<file path="src/rtl/bwcap_pkg.sv">
package bwcap_pkg;
  localparam int unsigned FRAC_W = 16;
  typedef enum logic {TIER_HI = 1'b0, TIER_LO = 1'b1} tier_e;
endpackage

</file>
<file path="src/rtl/bwcap_window.sv">
module bwcap_window #(
  parameter int unsigned WIN_K = 8
) (
  input  logic clk,
  input  logic rst_n,
  output logic tick
);
  logic [WIN_K-1:0] tmr_q, tmr_d;

  always_comb begin
    tmr_d = tmr_q + 1'b1;
  end

  always_ff @(posedge clk or negedge rst_n) begin
    if (!rst_n) tmr_q <= '0;
    else        tmr_q <= tmr_d;
  end

  // last cycle of each window
  assign tick = &tmr_q;
endmodule

</file>
<file path="src/rtl/bwcap_meter.sv">
module bwcap_meter import bwcap_pkg::*; #(
  parameter int unsigned WIN_K = 8,
  parameter int unsigned CNT_W = WIN_K + 2
) (
  input  logic              clk,
  input  logic              rst_n,
  input  logic              tick,
  input  logic              inc,
  input  logic [FRAC_W-1:0] lim,
  output logic              over
);
  localparam int unsigned PROD_W = CNT_W + FRAC_W + 1;

  logic [CNT_W-1:0]  cnt_q, cnt_d, cnt_sum;
  logic              cnt_en;
  logic [PROD_W-1:0] use_scaled, cap_scaled;

  always_comb begin
    cnt_sum = (inc && !(&cnt_q)) ? cnt_q + 1'b1 : cnt_q;
    cnt_d   = tick ? (cnt_sum >> 1) : cnt_sum;
    cnt_en  = inc | tick;
  end

  always_ff @(posedge clk or negedge rst_n) begin
    if (!rst_n)      cnt_q <= '0;
    else if (cnt_en) cnt_q <= cnt_d;
  end

  always_comb begin
    use_scaled = PROD_W'(cnt_q) << FRAC_W;
    cap_scaled = PROD_W'(lim) << WIN_K;
    over       = (lim == '0) || (use_scaled > cap_scaled);
  end


  no_overflow_chk: assert property (@(posedge clk) disable iff (!rst_n)
    !tick |=> cnt_q >= $past(cnt_q));

  cnt_halve_chk: assert property (@(posedge clk) disable iff (!rst_n)
    tick |=> cnt_q <= ($past(cnt_q) >> 1) + 1'b1);
endmodule

</file>
<file path="src/rtl/bwcap_rr_pick.sv">
module bwcap_rr_pick #(
  parameter int unsigned N     = 4,
  parameter int unsigned IDX_W = (N > 1) ? $clog2(N) : 1
) (
  input  logic [N-1:0]     elig,
  input  logic [IDX_W-1:0] ptr,
  output logic [N-1:0]     gnt,
  output logic [IDX_W-1:0] win,
  output logic             any
);
  logic [IDX_W-1:0] idx;

  always_comb begin
    gnt = '0;
    win = '0;
    any = 1'b0;
    idx = '0;
    for (int k = 0; k < int'(N); k++) begin
      idx = IDX_W'((int'(ptr) + k) % int'(N));
      if (!any && elig[idx]) begin
        gnt[idx] = 1'b1;
        win      = idx;
        any      = 1'b1;
      end
    end
  end
endmodule

</file>
<file path="src/rtl/bwcap_arbiter.sv">
module bwcap_arbiter import bwcap_pkg::*; #(
  parameter int unsigned N_REQ  = 4,
  parameter int unsigned N_PART = 4,
  parameter int unsigned WIN_K  = 8,
  parameter int unsigned PID_W  = (N_PART > 1) ? $clog2(N_PART) : 1
) (
  input  logic                     clk,
  input  logic                     rst_n,
  input  logic [N_REQ-1:0]         req_valid,
  input  logic [N_REQ*PID_W-1:0]   req_part,
  input  logic [N_PART*FRAC_W-1:0] lim_max,
  input  logic [N_PART-1:0]        lim_hard,
  output logic [N_REQ-1:0]         grant,
  output logic [N_PART-1:0]        over_cap
);
  localparam int unsigned IDX_W = (N_REQ > 1) ? $clog2(N_REQ) : 1;
  localparam int unsigned CNT_W = WIN_K + 2;

  logic             tick;
  logic [PID_W-1:0] pid [N_REQ];
  logic [N_REQ-1:0] hi_elig, lo_elig, hi_gnt, lo_gnt;
  logic [IDX_W-1:0] hi_win, lo_win, win_idx;
  logic             hi_any, lo_any, gnt_any;
  logic [IDX_W-1:0] hi_ptr_q, hi_ptr_d, lo_ptr_q, lo_ptr_d;
  logic             ptr_en;
  tier_e            tier_sel;
  logic [N_PART-1:0] part_inc;

  function automatic logic [IDX_W-1:0] ptr_after(input logic [IDX_W-1:0] w);
    return (32'(w) == N_REQ - 1) ? '0 : w + 1'b1;
  endfunction

  bwcap_window #(.WIN_K(WIN_K)) win_u (.clk(clk), .rst_n(rst_n), .tick(tick));

  // Per-requester tier classification
  for (genvar i = 0; i < N_REQ; i++) begin : g_req
    logic pin_range, p_over, p_hard;
    assign pid[i]    = req_part[i*PID_W +: PID_W];
    assign pin_range = 32'(pid[i]) < N_PART;
    assign p_over    = pin_range ? over_cap[pid[i]] : 1'b1;
    assign p_hard    = pin_range ? lim_hard[pid[i]] : 1'b1;
    assign hi_elig[i] = req_valid[i] && !p_over;
    assign lo_elig[i] = req_valid[i] && p_over && !p_hard;


    hard_block_chk: assert property (@(posedge clk) disable iff (!rst_n)
      grant[i] |-> !(p_over && p_hard));

    soft_defer_chk: assert property (@(posedge clk) disable iff (!rst_n)
      (grant[i] && p_over) |-> (hi_elig == '0));
  end

  bwcap_rr_pick #(.N(N_REQ), .IDX_W(IDX_W)) hi_pick_u (
    .elig(hi_elig), .ptr(hi_ptr_q), .gnt(hi_gnt), .win(hi_win), .any(hi_any));
  bwcap_rr_pick #(.N(N_REQ), .IDX_W(IDX_W)) lo_pick_u (
    .elig(lo_elig), .ptr(lo_ptr_q), .gnt(lo_gnt), .win(lo_win), .any(lo_any));

  // Tier select and pointer next state
  always_comb begin
    tier_sel = hi_any ? TIER_HI : TIER_LO;
    grant    = (tier_sel == TIER_HI) ? hi_gnt : lo_gnt;
    win_idx  = (tier_sel == TIER_HI) ? hi_win : lo_win;
    gnt_any  = hi_any || lo_any;
    ptr_en   = gnt_any;
    hi_ptr_d = hi_ptr_q;
    lo_ptr_d = lo_ptr_q;
    if (tier_sel == TIER_HI) hi_ptr_d = ptr_after(hi_win);
    else if (lo_any)         lo_ptr_d = ptr_after(lo_win);
  end

  always_ff @(posedge clk or negedge rst_n) begin
    if (!rst_n) begin
      hi_ptr_q <= '0;
      lo_ptr_q <= '0;
    end else if (ptr_en) begin
      hi_ptr_q <= hi_ptr_d;
      lo_ptr_q <= lo_ptr_d;
    end
  end

  // Per-partition usage meters
  for (genvar p = 0; p < N_PART; p++) begin : g_part
    assign part_inc[p] = gnt_any && (32'(pid[win_idx]) == p);
    bwcap_meter #(.WIN_K(WIN_K), .CNT_W(CNT_W)) meter_u (
      .clk(clk), .rst_n(rst_n), .tick(tick), .inc(part_inc[p]),
      .lim(lim_max[p*FRAC_W +: FRAC_W]), .over(over_cap[p]));
  end


  grant_legal_chk: assert property (@(posedge clk) disable iff (!rst_n)
    $onehot0(grant) && ((grant & ~req_valid) == '0));

  idle_chk: assert property (@(posedge clk) disable iff (!rst_n)
    ((hi_elig | lo_elig) == '0) |-> (grant == '0));
endmodule

</file>
<file path="config.mk">
export PLATFORM = sky130hd
export DESIGN_NAME = bwcap_arbiter
export DESIGN_NICKNAME = d
export VERILOG_FILES = /design/src/rtl/bwcap_pkg.sv /design/src/rtl/bwcap_window.sv /design/src/rtl/bwcap_meter.sv /design/src/rtl/bwcap_rr_pick.sv /design/src/rtl/bwcap_arbiter.sv
export SDC_FILE = /design/constraint.sdc
export NUM_CORES = 1
export LEC_CHECK = 0
export BUFFER_PORTS_ARGS = -buffer_cell sky130_fd_sc_hd__buf_2
export CAP_MARGIN = 40
export CORE_ASPECT_RATIO = 1.2
export CORE_MARGIN = 2
export CORE_UTILIZATION = 55
export CTS_BUF_LIST = sky130_fd_sc_hd__clkbuf_8
export CTS_CLUSTER_DIAMETER = 40
export CTS_CLUSTER_SIZE = 14
export DETAILED_ROUTE_END_ITERATION = 10
export PLACE_DENSITY = 0.74
export SYNTH_ARGS = -nofsm -noshare
export SYNTH_HDL_FRONTEND = slang
export SYNTH_HIERARCHICAL = 1
export SYNTH_SLANG_ARGS = --single-unit
</file>
<file path="constraint.sdc">
create_clock -name clk -period 7.2 [get_ports clk]
set_input_delay 0.72 -clock clk [delete_from_list [all_inputs] [get_ports clk]]
set_output_delay 0.72 -clock clk [all_outputs]
set_load 0.01 [all_outputs]
</file>
==> results.yml <==
synthesis:
  synthAdderAreaFrac_pct: 10.58
  synth_cell_type_count: 62
  synth_compound_area_share_pct: 19.67
  avgSynthCellArea_um2: 9.241
  synth-simple-area-share_pct: 22.65
  syn_area_mm2: 0.005794
  syn_inst: 627
  ys_async_sr_fraction_pct: 100.0
  synth-main-ff-cell: "dfrtp_1"
  synth_mux_area_share_pct: 17.21
  synth-edff-count: 0
  synth-xor-area-share_pct: 2.116
  synth-seq-cells: 52
  syn-num-nets: 758
  yosysSeqAreaShare_pct: 22.46
  synth_top_family_by_area: "simple AND/OR/NAND/NOR gates"
  ys.warnings.count: 6
cts:
  cts_resized: 0
  cts-hold-fix-buffers: 0
  htree_levels: 2
  cts_buffers: 5
  cts_root_buf: "clkbuf_8"
  cts_buffer_depth: 2
  cts_tree: "done"
  post-cts-setup-buffers: 0
  cts.clk_slew.worst_paths_ns: 0.10
  clock_latency_ns: 0.31
  cts_sinks: 52
routing:
  wl_per_cell_um: 16.00
  drc_errors: 0
  drt-initial-drc-count: 237
  drt-pass1-iter-count: 4
  vias: 5311
  via_per_inst: 6.360
  antenna_left: 0
  routed_wl_um: 13360
worst_setup_path:
  r2r_setup_slack_ns: 1.21
  start_kind: "input port"
  crit_path_end_kind: "flip-flop"
  cp.arrival_ns: 6.26
  critPathKind: "input port to flip-flop"
  cp.required_ns: 7.43
  cp_max_fo: 13
die:
  io_pins: 90
  die_y_um: 116.4
  die_area_mm2: 0.01138
  coreArea_mm2: 0.01041
  initial_core_util_pct: 55.64
  num_rows: 41
  die_x_um: 97.70
cells_and_area:
  multi_input_area_mm2: 0.004185
  antenna_cells: 0
  nNetsFinal: 837
  seq_area_mm2: 0.001301
  final_util_pct: 61.31
  final_area_mm2: 0.006385
  layout-drive-gt1-share_pct: 25.35
  n_fill_cell: 918
  areaGrowthSynthToFinish_pct: 10.19
run:
  max-cap-violations: 0
placement:
  port_buffers: 89
  postPlaceCellArea_mm2: 0.006304
  hpwl_um: 10700
  routabilityCongestion: 0.9125
power_and_ir_drop:
  p_leak_nw: 2.864
  peakVddDrop_mv: 0.1561
  finalPower_w: 0.001621
  power-per-cell-area_mw_per_mm2: 254.0
sta:
  hold_ws_ns: 0.4746
  setup_viol: 0
  worstMarginPinSlew_ns: 0.7115
  skew_ns: 0.009545
  post-route-period-util_pct: 83.71
  hold_violations: 0
  max-slew-margin-rel_pct: 52.16
  setup-tns-final_ns: 0
  maxSlewViolCount: 0
  finalCriticalPeriod_ns: 6.027
  rsz0062_at_grt: "no"
  fmax_mhz: 165.9
status:
  status: "finished, final reports clean"
min_path:
  hold_class: "flip-flop to flip-flop"
global_routing:
  overflow: 0
  antenna_found_initial: 0
  track_usage_pct: 24.21
  grt_pass1_vias: 5152
  grt_max_degree: 53
  grt_pass1_wl_um: 23300
-- cell usage after synthesis (5+ instances only) --
cell type | count | area, um^2
a211oi_1 | 8 | 60.06
a21o_1 | 8 | 60.06
a21oi_1 | 26 | 130.1
a22oi_1 | 16 | 120.1
and3_1 | 12 | 75.07
buf_2 | 9 | 45.04
clkbuf_1 | 6 | 22.52
dfrtp_1 | 52 | 1301
ha_1 | 49 | 613.1
inv_1 | 48 | 180.2
mux2_2 | 18 | 202.7
mux2i_1 | 37 | 370.4
mux4_2 | 12 | 270.3
nand2_1 | 40 | 150.1
nand3_1 | 15 | 75.07
nand3_2 | 8 | 80.08
nand4_1 | 12 | 75.07
nor2_1 | 28 | 105.1
nor2b_1 | 14 | 87.58
nor3_1 | 14 | 70.07
o2111ai_1 | 8 | 70.07
o211ai_1 | 10 | 75.07
o21ai_0 | 30 | 150.1
o221ai_1 | 5 | 43.79
o22ai_1 | 8 | 50.05
o311ai_0 | 5 | 43.79
or4_1 | 8 | 60.06
or4_4 | 12 | 135.1
xnor2_1 | 9 | 78.83
xor2_1 | 5 | 43.79
-- routing by layer --
layer	global-route usage, %	routed length (um)	share of wire [%]
met5	0	0	0
met4	6.667	215	1.6
met3	3.232	550	4.1
met2	44.51	6885	52
met1	30.10	5709	43
-- kinds of logic (layout without fill, tap and decap cells) --
logic type	count (synthesis)	in the layout
and+or+nand+nor	205	205
AOI/OAI and AO/OA	162	162
DFF	52	52
muxes	74	74
adders and majority gates	49	49
buffers and inverters	71	150
xor gates and xnor gates	14	14
-- through the flow --
| step | std cells | setup slack (ns) |
|---|---|---|
| after floorplan | 627 | 1.702 |
| after global routing | 835 | 0.8763 |
| after global placement | 828 | 1.089 |
| after detailed placement | 828 | 0.9147 |
| final | 835 | 1.173 |
| after CTS | 835 | 1.261 |
-- registers in the layout, summed over array words and instances (netlist names) --
| register | flops |
|---|---|
| hi_ptr_q | 2 |
| win_u/tmr_q | 8 |
| lo_ptr_q | 2 |
| g_part.meter_u/cnt_q | 40 |
-- cells in the final DEF, fill, tap and decap left out, drive strengths merged, types with 5 or more instances in the layout --
cell type   n
mux4       16
a21o        8
dfrtp      52
nor3       18
a22oi      16
ha         49
o211ai     10
xor2        5
o22ai       8
o21ai      30
and3       13
and4        6
xnor2       9
buf        91
a21oi      27
nor4        6
clkinv      5
nand4      13
or4        20
o221ai      5
nor2b      14
nand2      40
clkbuf      5
nor2       28
inv        48
o311ai      5
a211oi     12
mux2i      38
o2111ai     8
mux2       20
nand3      23
-- worst max-delay path, stage by stage --
cell      delay (ns)
buf_2           0.09
inv_1           0.04
ha_1            0.32
a211o_1         0.27
a311oi_1        0.29
a21boi_1        0.23
mux4_2          0.53
and3b_1         0.24
mux4_2          0.63
nor4b_4         0.41
nor2_1          0.09
a32o_1          0.27
mux2i_4         0.36
mux2_1          0.36
o22ai_1         0.48
nand3_1         0.22
nor3_1          0.23
mux2_2          0.37
mux2i_1         0.12
-- path summary, 6_finish.rpt --
path,from,end,depth (start not counted)
max in group asynchronous,rst_n,win_u/tmr_q[2]$_DFF_PN0_,2
min,win_u/tmr_q[7]$_DFF_PN0_,win_u/tmr_q[7]$_DFF_PN0_,1
max reg2reg,g_part[3].meter_u/cnt_q[3]$_DFFE_PN0P_,g_part[3].meter_u/cnt_q[8]$_DFFE_PN0P_,18
min reg2reg,win_u/tmr_q[7]$_DFF_PN0_,win_u/tmr_q[7]$_DFF_PN0_,1
min in group asynchronous,rst_n,g_part[0].meter_u/cnt_q[3]$_DFFE_PN0P_,2
max,lim_max[63],g_part[3].meter_u/cnt_q[8]$_DFFE_PN0P_,19
-- layout make-up --
type / instances / share of cell area, %
Multi-Input combinational cell: 504 / 65.55
Sequential cell: 52 / 20.38
Timing Repair Buffer: 91 / 7.211
Inverter: 52 / 3.057
Tap cell: 129 / 2.528
Clock buffer: 5 / 1.078
Clock inverter: 2 / 0.1960
-- where the power goes --
group	switching (W)	internal [W]
Combinational	0.000487	0.000424
Sequential	0.000177	0.000368
Clock	0.0000991	0.0000661
Note: power is estimated with default switching activity, not from simulation.
